===== src/rtl/dac_seq_pkg.sv =====
// Package: shared command codes, phase encoding and the ns-to-cycle conversion.
// Assumes positive clock period; all conversions are elaboration-time constants.
package dac_seq_pkg;

    typedef enum logic [2:0] {
        OP_WRITE      = 3'd0,
        OP_WRITE_LOAD = 3'd1,
        OP_LOAD_ALL   = 3'd2,
        OP_READ       = 3'd3,
        OP_RESET      = 3'd4
    } op_e;

    typedef enum logic [2:0] {
        S_IDLE   = 3'd0,
        S_SETUP  = 3'd1,
        S_STROBE = 3'd2,
        S_HOLD   = 3'd3,
        S_TURN   = 3'd4,
        S_DONE   = 3'd5
    } phase_e;

    // Ceiling division of a nanosecond limit by the period, never below one cycle.
    function automatic int ns_to_cyc(input int t_ns, input int period_ns);
        int c;
        c = (t_ns + period_ns - 1) / period_ns;
        return (c < 1) ? 1 : c;
    endfunction

    function automatic int max2(input int a, input int b);
        return (a > b) ? a : b;
    endfunction

endpackage


===== src/rtl/dac_phase_timer.sv =====
// Module: down-counter that times the current bus phase.
// A load sets the remaining count (length-1); zero flags the phase's last cycle.
module dac_phase_timer #(
    parameter int CNT_W = 5
) (
    input  logic             clk,
    input  logic             rst_n,
    input  logic             load,
    input  logic [CNT_W-1:0] load_val,
    output logic [CNT_W-1:0] cnt,
    output logic             zero
);

    // Count down toward zero; a load overrides.
    always_ff @(posedge clk) begin
        if (!rst_n)
            cnt <= '0;
        else if (load)
            cnt <= load_val;
        else if (cnt != '0)
            cnt <= cnt - 1'b1;
    end

    assign zero = (cnt == '0);

endmodule


===== src/rtl/dac_seq_fsm.sv =====
// Module: phase sequencer. Accepts one command in IDLE, then steps through
// SETUP, STROBE, HOLD, optional TURN and DONE using the phase timer.
// Assumes all lengths are at least one cycle (guaranteed by ns_to_cyc).
module dac_seq_fsm
    import dac_seq_pkg::*;
#(
    parameter int ADDR_W = 2,
    parameter int DATA_W = 12,
    parameter int CNT_W  = 5,
    parameter int STB_WR = 1,
    parameter int STB_WL = 1,
    parameter int STB_LD = 1,
    parameter int STB_RD = 1,
    parameter int STB_RS = 1,
    parameter int HLD_WL = 1,
    parameter int TURN_C = 1
) (
    input  logic              clk,
    input  logic              rst_n,
    input  logic              cmd_valid,
    input  logic [2:0]        cmd_op,
    input  logic [ADDR_W-1:0] cmd_addr,
    input  logic [DATA_W-1:0] cmd_data,
    input  logic              t_zero,
    output phase_e            state,
    output logic [2:0]        op_q,
    output logic [ADDR_W-1:0] addr_q,
    output logic [DATA_W-1:0] data_q,
    output logic              t_load,
    output logic [CNT_W-1:0]  t_val
);

    localparam logic [CNT_W-1:0] L_WR   = CNT_W'(STB_WR - 1);
    localparam logic [CNT_W-1:0] L_WL   = CNT_W'(STB_WL - 1);
    localparam logic [CNT_W-1:0] L_LD   = CNT_W'(STB_LD - 1);
    localparam logic [CNT_W-1:0] L_RD   = CNT_W'(STB_RD - 1);
    localparam logic [CNT_W-1:0] L_RS   = CNT_W'(STB_RS - 1);
    localparam logic [CNT_W-1:0] L_HWL  = CNT_W'(HLD_WL - 1);
    localparam logic [CNT_W-1:0] L_TURN = CNT_W'(TURN_C - 1);
    localparam logic [2:0]       OP_MAX = OP_RESET;

    phase_e           nxt;
    logic [CNT_W-1:0] stb_val;
    logic [CNT_W-1:0] hld_val;

    // Strobe and hold lengths for the latched command.
    always_comb begin
        case (op_q)
            OP_WRITE:      stb_val = L_WR;
            OP_WRITE_LOAD: stb_val = L_WL;
            OP_LOAD_ALL:   stb_val = L_LD;
            OP_READ:       stb_val = L_RD;
            default:       stb_val = L_RS;
        endcase
        hld_val = (op_q == OP_WRITE_LOAD) ? L_HWL : '0;
    end

    // Next phase and timer load for each phase exit.
    always_comb begin
        nxt    = state;
        t_load = 1'b0;
        t_val  = '0;
        case (state)
            S_IDLE: if (cmd_valid) begin
                t_load = 1'b1;
                nxt    = (cmd_op <= OP_MAX) ? S_SETUP : S_DONE;
            end
            S_SETUP: if (t_zero) begin
                nxt = S_STROBE; t_load = 1'b1; t_val = stb_val;
            end
            S_STROBE: if (t_zero) begin
                nxt = S_HOLD; t_load = 1'b1; t_val = hld_val;
            end
            S_HOLD: if (t_zero) begin
                if (op_q == OP_READ) begin
                    nxt = S_TURN; t_load = 1'b1; t_val = L_TURN;
                end else begin
                    nxt = S_DONE;
                end
            end
            S_TURN:  if (t_zero) nxt = S_DONE;
            default: nxt = S_IDLE;
        endcase
    end

    // Phase register and command latch on acceptance.
    always_ff @(posedge clk) begin
        if (!rst_n) begin
            state  <= S_IDLE;
            op_q   <= '0;
            addr_q <= '0;
            data_q <= '0;
        end else begin
            state <= nxt;
            if (state == S_IDLE && cmd_valid) begin
                op_q   <= cmd_op;
                addr_q <= cmd_addr;
                data_q <= cmd_data;
            end
        end
    end

endmodule


===== src/rtl/dac_rd_capture.sv =====
// Module: readback data register. Loads the bus value when told to sample;
// otherwise holds, so non-read commands leave the last result intact.
module dac_rd_capture #(
    parameter int DATA_W = 12
) (
    input  logic              clk,
    input  logic              rst_n,
    input  logic              sample,
    input  logic [DATA_W-1:0] din,
    output logic [DATA_W-1:0] dout
);

    // Capture on the sample strobe only.
    always_ff @(posedge clk) begin
        if (!rst_n)
            dout <= '0;
        else if (sample)
            dout <= din;
    end

endmodule


===== src/rtl/dac_bus_seq.sv =====
// Module: top of the converter bus sequencer. Converts ns limits to cycle
// counts, runs the phase FSM and decodes the bus pins from phase and timer.
// Assumes the converter samples the pins asynchronously; pins are decoded
// from registered state and timer only.
module dac_bus_seq
    import dac_seq_pkg::*;
#(
    parameter int ADDR_W        = 2,
    parameter int DATA_W        = 12,
    parameter int CLK_PERIOD_NS = 8,
    parameter int T_WCS_NS      = 80,
    parameter int T_LS_NS       = 70,
    parameter int T_LH_NS       = 30,
    parameter int T_LDW_NS      = 170,
    parameter int T_RST_NS      = 140,
    parameter int T_RCS_NS      = 130,
    parameter int T_CSD_NS      = 160,
    parameter int T_DZ_NS       = 200
) (
    input  logic              clk,
    input  logic              rst_n,
    input  logic              cmd_valid,
    output logic              cmd_ready,
    input  logic [2:0]        cmd_op,
    input  logic [ADDR_W-1:0] cmd_addr,
    input  logic [DATA_W-1:0] cmd_data,
    output logic              rsp_valid,
    output logic [DATA_W-1:0] rsp_data,
    output logic              dac_cs_n,
    output logic              dac_rw_n,
    output logic [ADDR_W-1:0] dac_addr,
    output logic              dac_ld_n,
    output logic              dac_rst_n,
    output logic              bus_oe,
    output logic [DATA_W-1:0] bus_dout,
    input  logic [DATA_W-1:0] bus_din
);

    localparam int WCS_C = ns_to_cyc(T_WCS_NS, CLK_PERIOD_NS);
    localparam int LS_C  = ns_to_cyc(T_LS_NS,  CLK_PERIOD_NS);
    localparam int LH_C  = ns_to_cyc(T_LH_NS,  CLK_PERIOD_NS);
    localparam int LDW_C = ns_to_cyc(T_LDW_NS, CLK_PERIOD_NS);
    localparam int RST_C = ns_to_cyc(T_RST_NS, CLK_PERIOD_NS);
    localparam int RCS_C = ns_to_cyc(T_RCS_NS, CLK_PERIOD_NS);
    localparam int CSD_C = ns_to_cyc(T_CSD_NS, CLK_PERIOD_NS);
    localparam int DZ_C  = ns_to_cyc(T_DZ_NS,  CLK_PERIOD_NS);
    localparam int WL_C  = max2(WCS_C, LS_C);
    localparam int RD_C  = max2(RCS_C, CSD_C);
    localparam int MAX_C = max2(max2(max2(WL_C, LDW_C), max2(RST_C, RD_C)),
                                max2(LH_C, DZ_C));
    localparam int CNT_W = $clog2(MAX_C + 1);
    localparam logic [CNT_W-1:0] LS_V = CNT_W'(LS_C);

    phase_e            state;
    logic [2:0]        op_q;
    logic [ADDR_W-1:0] addr_q;
    logic [DATA_W-1:0] data_q;
    logic              t_load;
    logic [CNT_W-1:0]  t_val;
    logic [CNT_W-1:0]  t_cnt;
    logic              t_zero;
    logic              in_bus;
    logic              is_rd;
    logic              is_wr;

    dac_phase_timer #(.CNT_W(CNT_W)) timer_i (
        .clk(clk), .rst_n(rst_n), .load(t_load), .load_val(t_val),
        .cnt(t_cnt), .zero(t_zero)
    );

    dac_seq_fsm #(
        .ADDR_W(ADDR_W), .DATA_W(DATA_W), .CNT_W(CNT_W),
        .STB_WR(WCS_C), .STB_WL(WL_C), .STB_LD(LDW_C), .STB_RD(RD_C),
        .STB_RS(RST_C), .HLD_WL(LH_C), .TURN_C(DZ_C)
    ) fsm_i (
        .clk(clk), .rst_n(rst_n), .cmd_valid(cmd_valid), .cmd_op(cmd_op),
        .cmd_addr(cmd_addr), .cmd_data(cmd_data), .t_zero(t_zero),
        .state(state), .op_q(op_q), .addr_q(addr_q), .data_q(data_q),
        .t_load(t_load), .t_val(t_val)
    );

    dac_rd_capture #(.DATA_W(DATA_W)) cap_i (
        .clk(clk), .rst_n(rst_n),
        .sample(state == S_STROBE && is_rd && t_zero),
        .din(bus_din), .dout(rsp_data)
    );

    // Pin decode from the current phase, command and remaining strobe count.
    always_comb begin
        in_bus    = (state == S_SETUP) || (state == S_STROBE) || (state == S_HOLD);
        is_rd     = (op_q == OP_READ);
        is_wr     = (op_q == OP_WRITE) || (op_q == OP_WRITE_LOAD);
        dac_cs_n  = !(state == S_STROBE && (is_wr || is_rd));
        dac_rw_n  = !(in_bus && is_wr);
        dac_ld_n  = !((state == S_STROBE && op_q == OP_LOAD_ALL) ||
                      (state == S_STROBE && op_q == OP_WRITE_LOAD && t_cnt < LS_V) ||
                      (state == S_HOLD   && op_q == OP_WRITE_LOAD));
        dac_rst_n = !(state == S_STROBE && op_q == OP_RESET);
        bus_oe    = !(is_rd && (in_bus || state == S_TURN));
        dac_addr  = addr_q;
        bus_dout  = data_q;
        cmd_ready = (state == S_IDLE);
        rsp_valid = (state == S_DONE);
    end

endmodule


===== config.mk =====
export PLATFORM = sky130hd
export DESIGN_NAME = dac_bus_seq
export DESIGN_NICKNAME = d
export VERILOG_FILES = /design/src/rtl/dac_seq_pkg.sv /design/src/rtl/dac_phase_timer.sv /design/src/rtl/dac_seq_fsm.sv /design/src/rtl/dac_rd_capture.sv /design/src/rtl/dac_bus_seq.sv
export SDC_FILE = /design/constraint.sdc
export NUM_CORES = 1
export LEC_CHECK = 0
export BUFFER_PORTS_ARGS = -buffer_cell sky130_fd_sc_hd__buf_2
export CAP_MARGIN = 30
export CORE_MARGIN = 2
export CORE_UTILIZATION = 52
export DETAILED_ROUTE_END_ITERATION = 8
export GPL_ROUTABILITY_DRIVEN = 1
export PLACE_DENSITY = 0.84
export SYNTH_ARGS = -nofsm -noshare
export SYNTH_HDL_FRONTEND = slang
export SYNTH_SLANG_ARGS = --single-unit

===== constraint.sdc =====
create_clock -name clk -period 6.1 [get_ports clk]
set_clock_uncertainty 0.15 [all_clocks]
set_input_delay 0.305 -clock clk [delete_from_list [all_inputs] [get_ports clk]]
set_output_delay 0.305 -clock clk [all_outputs]
set_load 0.05 [all_outputs]

==> impl_metrics.yaml, run 1 <==
yosys:
  netlist_top_cells_area: "sky130_fd_sc_hd__dfxtp_1 (43%), sky130_fd_sc_hd__nand2_1 (8.6%), sky130_fd_sc_hd__mux2i_1 (7.1%), sky130_fd_sc_hd__a21oi_1 (5.9%), sky130_fd_sc_hd__nor2_1 (4.4%)"
  synth_ff_type: "sky130_fd_sc_hd__dfxtp_1"
  synth_largest_type_area_fraction: 0.4350
  total_standard_cell_area_after_synthesis_um2: 1703
  synthMostInstantiatedCell: "sky130_fd_sc_hd__nand2_1"
  share_of_the_yosys_chip_area_belonging_to_registers: 0.4350
  synth.ff_latch_count: 37
  synth_area_leader_cell: "sky130_fd_sc_hd__dfxtp_1"
  synth_top_cells_by_count: "sky130_fd_sc_hd__nand2_1 (39), sky130_fd_sc_hd__dfxtp_1 (37), sky130_fd_sc_hd__a21oi_1 (20), sky130_fd_sc_hd__nor2_1 (20), sky130_fd_sc_hd__mux2i_1 (12)"
  synthesis.nets: 238
  count_of_flip_flops_with_a_built_in_enable_after_synthesis: 0
  async_sr_flop_fraction: 0
  synthesis.area_per_instance_um2: 8.307
  ys_warn_count: 0
  postSynthCellCount: 205
  synth.distinct_cells: 41
floorplan:
  die_width_um: 61.23
  floorplan.die_area_um2: 3749
  fp.dieH_um: 61.23
  core_um2: 3078
  fp-row-count: 20
  floorplan.io_pins: 65
  initial_utilization: 0.5533
grt:
  grt_pass1_wl_mm: 5.927
  grt.total_usage: 0.2119
  maximum_number_of_pins_on_one_net_before_global_route_repair: 32
  overflow: 0
  grt_antenna_before_repair: 0
  vias_in_the_first_global_route: 1373
critical_path:
  end_kind: "primary output"
  rrSetupSlack_ps: 3800
  worst-setup-path-type: "reg -> out"
  start_kind: "flop"
  critPathMaxFanout: 19
  critPathRequiredTime_ps: 5640
  critical_path_arrival_ps: 1890
clock_network:
  htree_num_levels: 2
  max-clock-path-buffers: 2
  cts-hold-fix-buffers: 0
  tritoncts_clock_tree: "built"
  post_cts_resized: 0
  cts_setup_buffers: 0
  worst_skew_pair.late_latency_ps: 330
  cts.clk_slew.worst_paths_ps: 110
  cts_made_buffers: 5
  ctsRootBufferMaster: "sky130_fd_sc_hd__clkbuf_4"
  cts_num_sinks: 37
timing:
  final-max-slew-violation-count: 0
  tightest_slew_ps: 923.8
  slew_headroom: 0.3835
  period_needed_ps: 2344
  timing.setup.tns_ps: 0
  post-route-period-util: 0.3843
  final-hold-violation-count: 0
  hold_slack_ps: 49.07
  rsz0062_at_grt: "no"
  report.final.setup_viol: 0
  maxClockFrequency_ghz: 0.4266
run:
  max-cap-violations: 0
drt:
  final_antenna_net_count: 0
  post-route-drc-count: 0
  route.vias.total: 1627
  drt-wirelength-per-cell_um: 12.30
  drt_first_pass_iters: 4
  drt-initial-drc-count: 66
  post_route_wl_mm: 3.776
  vias_per_cell: 5.300
finish:
  synthToLayoutAreaGrowth_pct: 20.87
  drive_above_1_share: 0.2890
  diodes_inserted: 0
  layout.cells.non_filler: 307
  final_net_count: 296
hold_path:
  class_of_the_tightest_hold_or_removal_check: "in -> reg"
placed_design:
  finalWeightedCongestion: 0.8583
  placed_cells_incl_taps: 300
  detailedPlacementHpwl_mm: 2.672
  port_buffers: 64
power:
  p_leak_uw: 0.0009886
  power_per_cell_area_nw_per_um2: 419.1
  vdd_drop_max_mv: 0.2264
outcome:
  outcome: "complete, no violations"
[metrics by stage]
step / power [uW] / util / cell area, um^2 / worst slack, ps
floorplan: 656.2 / - / 1703 / 3327
global placement: 739.2 / 0.6524 / 2008 / 3857
detailed placement: 742.2 / 0.6524 / 2008 / 3822
CTS: 863.7 / 0.6687 / 2058 / 3764
global route: 915.3 / 0.6687 / 2058 / 3629
finish: 862.6 / 0.6687 / 2058 / 3756
[metal layers]
metal / wire [um] / global-route usage / part of all wire / vias up
met3: 263 / 0.05462 / 0.070 / 2
met2: 1769 / 0.3480 / 0.47 / 67
met4: 25 / 0.07453 / 0.0066 / 0
met5: 0 / 0 / 0 / -
li1: - / - / - / 822
met1: 1718 / 0.2695 / 0.45 / 736
[layout make-up]
type / instances / area, um^2
clock buffer: 6 / 41.29
timing repair buffer: 65 / 327.8
clock inverter: 1 / 8.758
tap: 44 / 55.05
inverter: 5 / 18.77
sequential: 37 / 740.7
fill: 278 / 1020
multi-input combinational: 149 / 865.8
[logic make-up after synthesis]
| logic type | Yosys count | synth area share |
|---|---|---|
| AND/OR/NAND/NOR | 89 | 0.2550 |
| AO/OA/AOI/OAI | 44 | 0.1602 |
| flip-flops | 37 | 0.4350 |
| buffers and inverters | 19 | 0.05657 |
| multiplexers | 12 | 0.07054 |
| XOR/XNOR | 3 | 0.01543 |
| adder cells (fa/ha/maj) | 1 | 0.007346 |
[final timing paths]
kind / startpoint / to / cells after the start
worst max-delay path: fsm_i.state[1] / bus_oe / 3
worst min-delay path: bus_din[10] / cap_i.dout[10] / 3
worst max register to register: timer_i.cnt[0] / cap_i.dout[6] / 6
worst min register to register: fsm_i.data_q[7] / fsm_i.data_q[7] / 2
[report_power, final]
part	leakage (uW)	internal (uW)	switching, uW
Combinational	0.000659	134	263
Clock	0.0000283	43.9	77.1
Sequential	0.000302	282	63.3
Total	0.000989	460	403
[flip-flops by register name (all words and copies together), names as in the netlist]
| signal | flops |
|---|---|
| fsm_i.addr_q | 2 |
| fsm_i.data_q | 12 |
| fsm_i.state | 3 |
| fsm_i.op_q | 3 |
| cap_i.dout | 12 |
| timer_i.cnt | 5 |
[critical path, cell delays in order, from the launching register on]
cell	delay [ps]
sky130_fd_sc_hd__dfxtp_1	720
sky130_fd_sc_hd__nor3_1	140
sky130_fd_sc_hd__or3b_2	480
sky130_fd_sc_hd__buf_2	220
[layout by cell type (no fill, tap or decap), types with 4 or more instances in the layout]
cell	n
sky130_fd_sc_hd__a31oi_1	4
sky130_fd_sc_hd__a21oi_1	20
sky130_fd_sc_hd__mux2i_1	12
sky130_fd_sc_hd__inv_1	4
sky130_fd_sc_hd__nand2b_1	5
sky130_fd_sc_hd__buf_2	64
sky130_fd_sc_hd__o21ai_0	6
sky130_fd_sc_hd__nor3_1	6
sky130_fd_sc_hd__nor2_1	20
sky130_fd_sc_hd__nand2_1	39
sky130_fd_sc_hd__dfxtp_1	37
sky130_fd_sc_hd__clkbuf_4	5
Power figures use the tool's default switching activity.
==> run 2: changes to the inputs <==
--- a/config.mk
+++ b/config.mk
@@ -8,10 +8,10 @@
 export BUFFER_PORTS_ARGS = -buffer_cell sky130_fd_sc_hd__buf_2
 export CAP_MARGIN = 30
 export CORE_MARGIN = 2
-export CORE_UTILIZATION = 52
+export CORE_UTILIZATION = 43
 export DETAILED_ROUTE_END_ITERATION = 8
 export GPL_ROUTABILITY_DRIVEN = 1
-export PLACE_DENSITY = 0.84
+export PLACE_DENSITY = 0.74
 export SYNTH_ARGS = -nofsm -noshare
 export SYNTH_HDL_FRONTEND = slang
 export SYNTH_SLANG_ARGS = --single-unit
==> constraint.sdc (replaced) <==
create_clock -name clk -period 2.15 [get_ports clk]
set_clock_uncertainty 0.15 [all_clocks]
set_input_delay 0.1075 -clock clk [delete_from_list [all_inputs] [get_ports clk]]
set_output_delay 0.1075 -clock clk [all_outputs]
set_load 0.05 [all_outputs]
==> impl_metrics.yaml, run 2 (synthesized netlist as in run 1, its figures left out) <==
power:
  switching_power_uw: 1260
  relative_contribution_of_the_clock_network_to_total_power: 0.175
  vdd_drop_max_mv: 0.6478
  cell_internal_pwr_uw: 1604
  p_leak_uw: 0.001200
  seqPwrFrac: 0.308
  post-layout-total-power_uw: 2864
  power_per_cell_area_nw_per_um2: 1126
  swShare: 0.4398
  power.combinational.fraction: 0.517
floorplan:
  initial_utilization: 0.4549
  fp.dieH_um: 66.93
  fp-row-count: 22
  die_width_um: 66.93
  floorplan.io_pins: 65
  core_um2: 3744
  floorplan.die_area_um2: 4480
timing:
  rsz0062_at_grt: "yes"
  post-route-period-util: 0.9658
  tightest_slew_ps: 499.5
  timing.setup.tns_ps: 0
  final-hold-violation-count: 0
  final-max-slew-violation-count: 0
  period_needed_ps: 2077
  maxClockFrequency_ghz: 0.4816
  report.final.setup_viol: 0
  slew_headroom: 0.6666
  hold_slack_ps: 163.0
drt:
  drt-initial-drc-count: 96
  final_antenna_net_count: 0
  route.vias.total: 1822
  drt-wirelength-per-cell_um: 14.20
  vias_per_cell: 5.147
  post_route_wl_mm: 5.026
  drt_first_pass_iters: 5
  post-route-drc-count: 0
finish:
  final_net_count: 339
  diodes_inserted: 0
  drive_above_1_share: 0.3137
  most-common-layout-cells: "sky130_fd_sc_hd__buf_2 (64), sky130_fd_sc_hd__nand2_1 (39), sky130_fd_sc_hd__dfxtp_1 (35)"
  fin_area_um2: 2544
  mostFrequentLayoutCell: "sky130_fd_sc_hd__buf_2"
  synthToLayoutAreaGrowth_pct: 49.38
  reg_top3: "cap_i.dout x12, fsm_i.data_q x12, timer_i.cnt x5"
critical_path:
  critical_path.reg2reg.endpoint: "cap_i.dout[8]"
  worst-setup-path-type: "reg -> reg"
  critical_path_arrival_ps: 2090
  start_kind: "flop"
  critPathRequiredTime_ps: 2170
  rrSetupSlack_ps: 70
  reg2regPathDepth: 6
  cp-startpoint: "timer_i.cnt[1]"
  end_kind: "flop"
  r2r-start: "timer_i.cnt[1]"
  critPathMaxFanout: 6
run:
  max-cap-violations: 0
hold_path:
  hold_path_start: "cmd_valid"
  hold-path-cell-count: 3
  worst_hold_path.endpoint: "fsm_i.state[0]"
  class_of_the_tightest_hold_or_removal_check: "in -> reg"
placed_design:
  port_buffers: 64
  detailedPlacementHpwl_mm: 2.989
  placement.cell_area_um2: 2142
  finalWeightedCongestion: 0.8181
grt:
  grt_antenna_before_repair: 0
  grt.total_usage: 0.2469
  vias_in_the_first_global_route: 1808
  grt_pass1_wl_mm: 8.245
  maximum_number_of_pins_on_one_net_before_global_route_repair: 20
  overflow: 0
clock_network:
  cts_num_sinks: 37
  ctsRootBufferMaster: "sky130_fd_sc_hd__clkbuf_8"
  htree_num_levels: 2
  worst_skew_pair.late_latency_ps: 290
  tritoncts_clock_tree: "built"
  cts.clk_slew.worst_paths_ps: 70
  cts_made_buffers: 5
  max-clock-path-buffers: 2
outcome:
  outcome: "complete, no violations"
-- run 2: changes by cell type in the layout (fill, tap and decap cells not counted), moves of 2 or more --
cell                            change
sky130_fd_sc_hd__buf_4             +11
sky130_fd_sc_hd__clkbuf_4           -5
sky130_fd_sc_hd__clkbuf_8           +6
sky130_fd_sc_hd__dfxtp_1            -2
sky130_fd_sc_hd__dfxtp_2            +2
sky130_fd_sc_hd__dlygate4sd3_1     +30
sky130_fd_sc_hd__inv_1              -2
sky130_fd_sc_hd__inv_2              +2
-- run 2: metal layers --
metal | global-route usage | share of wire | routed length, um | vias up
li1 | - | - | - | 915
met1 | 0.2836 | 0.42 | 2104 | 831
met2 | 0.4500 | 0.50 | 2533 | 65
met3 | 0.04899 | 0.059 | 297 | 11
met4 | 0.08673 | 0.018 | 91 | 0
met5 | 0 | 0 | 0 | -
-- run 2: power by group through the flow --
stage / clock network, uW / registers (uW) / logic (uW)
detailed placement: 0 / 892 / 1410
global route: 536 / 893 / 1630
finish: 501 / 882 / 1480
CTS: 503 / 878 / 1460
global placement: 0 / 887 / 1400
floorplan: 0 / 1070 / 836
-- run 2: worst max path at each step --
stage	end	cells past startpoint	slack (ps)
floorplan	cap_i.dout[10]	8	8
global placement	cap_i.dout[1]	6	90
detailed placement	cap_i.dout[5]	6	50
CTS	cap_i.dout[5]	6	40
global route	cap_i.dout[9]	6	-10
finish	cap_i.dout[8]	6	70
-- run 2: per-stage QoR --
| stage | utilization | cells | setup WS, ps |
|---|---|---|---|
| floorplan | - | 205 | 7.640 |
| global placement | 0.5722 | 316 | 86.47 |
| detailed placement | 0.5722 | 316 | 48.31 |
| CTS | 0.6765 | 353 | 37.81 |
| global route | 0.6795 | 354 | -10.96 |
| finish | 0.6795 | 354 | 73.42 |
-- run 2: critical path: stages, from the launching register on --
cell	delay, ps
sky130_fd_sc_hd__dfxtp_2	350
sky130_fd_sc_hd__inv_2	70
sky130_fd_sc_hd__ha_4	140
sky130_fd_sc_hd__or4b_4	470
sky130_fd_sc_hd__or4_4	510
sky130_fd_sc_hd__mux2i_1	220
sky130_fd_sc_hd__nor2_1	50
-- run 2: final cells by class --
type | instances | area, um^2
Clock inverter | 1 | 7.507
Clock buffer | 6 | 82.58
Sequential cell | 37 | 743.2
Multi-Input combinational cell | 150 | 900.9
Inverter | 5 | 18.77
Timing Repair Buffer | 107 | 730.7
Tap cell | 48 | 60.06
Fill cell | 313 | 1200
-- run 2: what timing repair did --
action	4_1_cts	5_1_grt
setup endpoints to repair	0	9
setup buffers	0	0
hold buffers	30	0
hold endpoints to repair	32	0
gates resized for setup	0	1
==> run 3: changes to the inputs <==
--- a/config.mk
+++ b/config.mk
@@ -8,10 +8,12 @@
 export BUFFER_PORTS_ARGS = -buffer_cell sky130_fd_sc_hd__buf_2
 export CAP_MARGIN = 30
 export CORE_MARGIN = 2
-export CORE_UTILIZATION = 43
+export CORE_UTILIZATION = 45
+export CTS_BUF_LIST = sky130_fd_sc_hd__clkbuf_8
 export DETAILED_ROUTE_END_ITERATION = 8
 export GPL_ROUTABILITY_DRIVEN = 1
-export PLACE_DENSITY = 0.74
+export PLACE_DENSITY = 0.77
+export SLEW_MARGIN = 20
 export SYNTH_ARGS = -nofsm -noshare
 export SYNTH_HDL_FRONTEND = slang
 export SYNTH_SLANG_ARGS = --single-unit
==> impl_metrics.yaml, run 3 (synthesized netlist as in run 1, its figures left out) <==
critical_path:
  critPathMaxFanout: 6
  cpMaxStageDelayCell: "sky130_fd_sc_hd__or4_4"
  critical_path_arrival_ps: 2110
  crit_chain: "inv_2 -> ha_4 -> or4b_4 -> or4_4 -> mux2i_1 -> nor2_1"
  critPathRequiredTime_ps: 2170
  critical_path.max_stage_delay_ps: 520
  worst-setup-path-type: "reg -> reg"
  start_kind: "flop"
  end_kind: "flop"
finish:
  diodes_inserted: 0
  drive_above_1_share: 0.3082
  fin_area_um2: 2520
  reg_top3: "cap_i.dout x12, fsm_i.data_q x12, timer_i.cnt x5"
  seqCellArea_um2: 743.2
  fin_util: 0.6883
  mostFrequentLayoutCell: "sky130_fd_sc_hd__buf_2"
  synthToLayoutAreaGrowth_pct: 47.98
  n_fill_cell: 291
  most-common-layout-cells: "sky130_fd_sc_hd__buf_2 (64), sky130_fd_sc_hd__nand2_1 (39), sky130_fd_sc_hd__dfxtp_1 (35)"
  final_net_count: 338
  multi_input_area_um2: 900.9
power:
  switching_power_uw: 1241
  swShare: 0.4390
  seqPwrFrac: 0.311
  relative_contribution_of_the_clock_network_to_total_power: 0.172
  power.combinational.fraction: 0.517
  power_per_cell_area_nw_per_um2: 1122
  cell_internal_pwr_uw: 1586
  p_leak_uw: 0.001196
  vdd_drop_max_mv: 0.6403
clock_network:
  cts_setup_buffers: 0
  cts_made_buffers: 5
  worst_skew_pair.late_latency_ps: 290
  htree_num_levels: 2
  ctsRootBufferMaster: "sky130_fd_sc_hd__clkbuf_8"
  cts.clk_slew.worst_paths_ps: 70
  max-clock-path-buffers: 2
  tritoncts_clock_tree: "built"
  cts_num_sinks: 37
grt:
  overflow: 0
  grt.total_usage: 0.2372
  grt_pass1_wl_mm: 7.790
  vias_in_the_first_global_route: 1731
  maximum_number_of_pins_on_one_net_before_global_route_repair: 32
  grt_antenna_before_repair: 0
drt:
  post-route-drc-count: 0
  drt_first_pass_iters: 4
  post_route_wl_mm: 4.833
  final_antenna_net_count: 0
  route.vias.total: 1816
  vias_per_cell: 5.144
  drt-initial-drc-count: 64
  drt-wirelength-per-cell_um: 13.69
timing:
  slew_headroom: 0.7357
  post-route-period-util: 0.9733
  report.final.setup_viol: 0
  final-max-slew-violation-count: 0
  tightest_slew_ps: 386.5
  final-hold-violation-count: 0
  rsz0062_at_grt: "yes"
  maxClockFrequency_ghz: 0.4779
  hold_slack_ps: 142.7
  period_needed_ps: 2093
run:
  max-cap-violations: 0
floorplan:
  die_width_um: 65.52
  floorplan.die_area_um2: 4292
  floorplan.io_pins: 65
  initial_utilization: 0.4651
  core_um2: 3661
  fp.dieH_um: 65.52
  fp-row-count: 22
hold_path:
  class_of_the_tightest_hold_or_removal_check: "in -> reg"
placed_design:
  detailedPlacementHpwl_mm: 2.837
  finalWeightedCongestion: 0.8669
  placement.cell_area_um2: 2122
  port_buffers: 64
outcome:
  outcome: "complete, no violations"
run 3: cell types whose count changed in the layout (fill, tap and decap cells not counted):
| cell | change |
|---|---|
| sky130_fd_sc_hd__buf_12 | -1 |
| sky130_fd_sc_hd__clkinvlp_4 | -1 |
| sky130_fd_sc_hd__inv_1 | +1 |
run 3: path summary, 6_finish.rpt:
kind | start | end | slack [ps] | cells after the start
setup reg to reg | timer_i.cnt[1] | cap_i.dout[10] | 60 | 6
setup / recovery | timer_i.cnt[1] | cap_i.dout[10] | 60 | 6
hold / removal | cmd_valid | fsm_i.state[0] | 140 | 3
hold reg to reg | fsm_i.data_q[5] | fsm_i.data_q[5] | 300 | 2
run 3: per-layer routing:
layer | track usage | share of wire | up-vias
met3 | 0.08733 | 0.063 | 6
li1 | - | - | 905
met2 | 0.4222 | 0.52 | 53
met5 | 0 | 0 | -
met1 | 0.2723 | 0.41 | 852
met4 | 0.04688 | 0.0070 | 0
run 3: power by group through the flow:
stage	Sequential [uW]	Clock (uW)	Combinational, uW
after global routing	891	522	1600
final	879	487	1460
after detailed placement	891	0	1390
after global placement	888	0	1390
after CTS	876	490	1440
after floorplan	1070	0	836
run 3: critical path: cells and delay by family, from the launching register on:
family	cells	cell delay, ps
DFF	1	350
adders and majority gates	1	140
muxes	1	210
buffers and inverters	1	70
and+or+nand+nor	3	1050
run 3: what timing repair did:
item                       CTS  global route
gates resized for setup      0             1
hold buffers                30             0
setup endpoints to repair    0            12
hold endpoints to repair    31             0
run 3: layout make-up:
class                           count  share of cell area
Clock buffer                        6             0.03277
Clock inverter                      1            0.001490
Inverter                            5            0.007448
Multi-Input combinational cell    150              0.3575
Sequential cell                    37              0.2949
Tap cell                           48             0.02383
Timing Repair Buffer              106              0.2820
run 3: stage by stage:
stage | power [uW] | setup WS [ps] | std cells | TNS [ps]
after floorplan | 1904 | 7.640 | 205 | 0
after global placement | 2278 | 86.77 | 315 | 0
after detailed placement | 2283 | 43.77 | 315 | 0
after CTS | 2809 | 31.94 | 352 | 0
after global routing | 3010 | -8.940 | 353 | -8.940
final | 2828 | 57.30 | 353 | 0
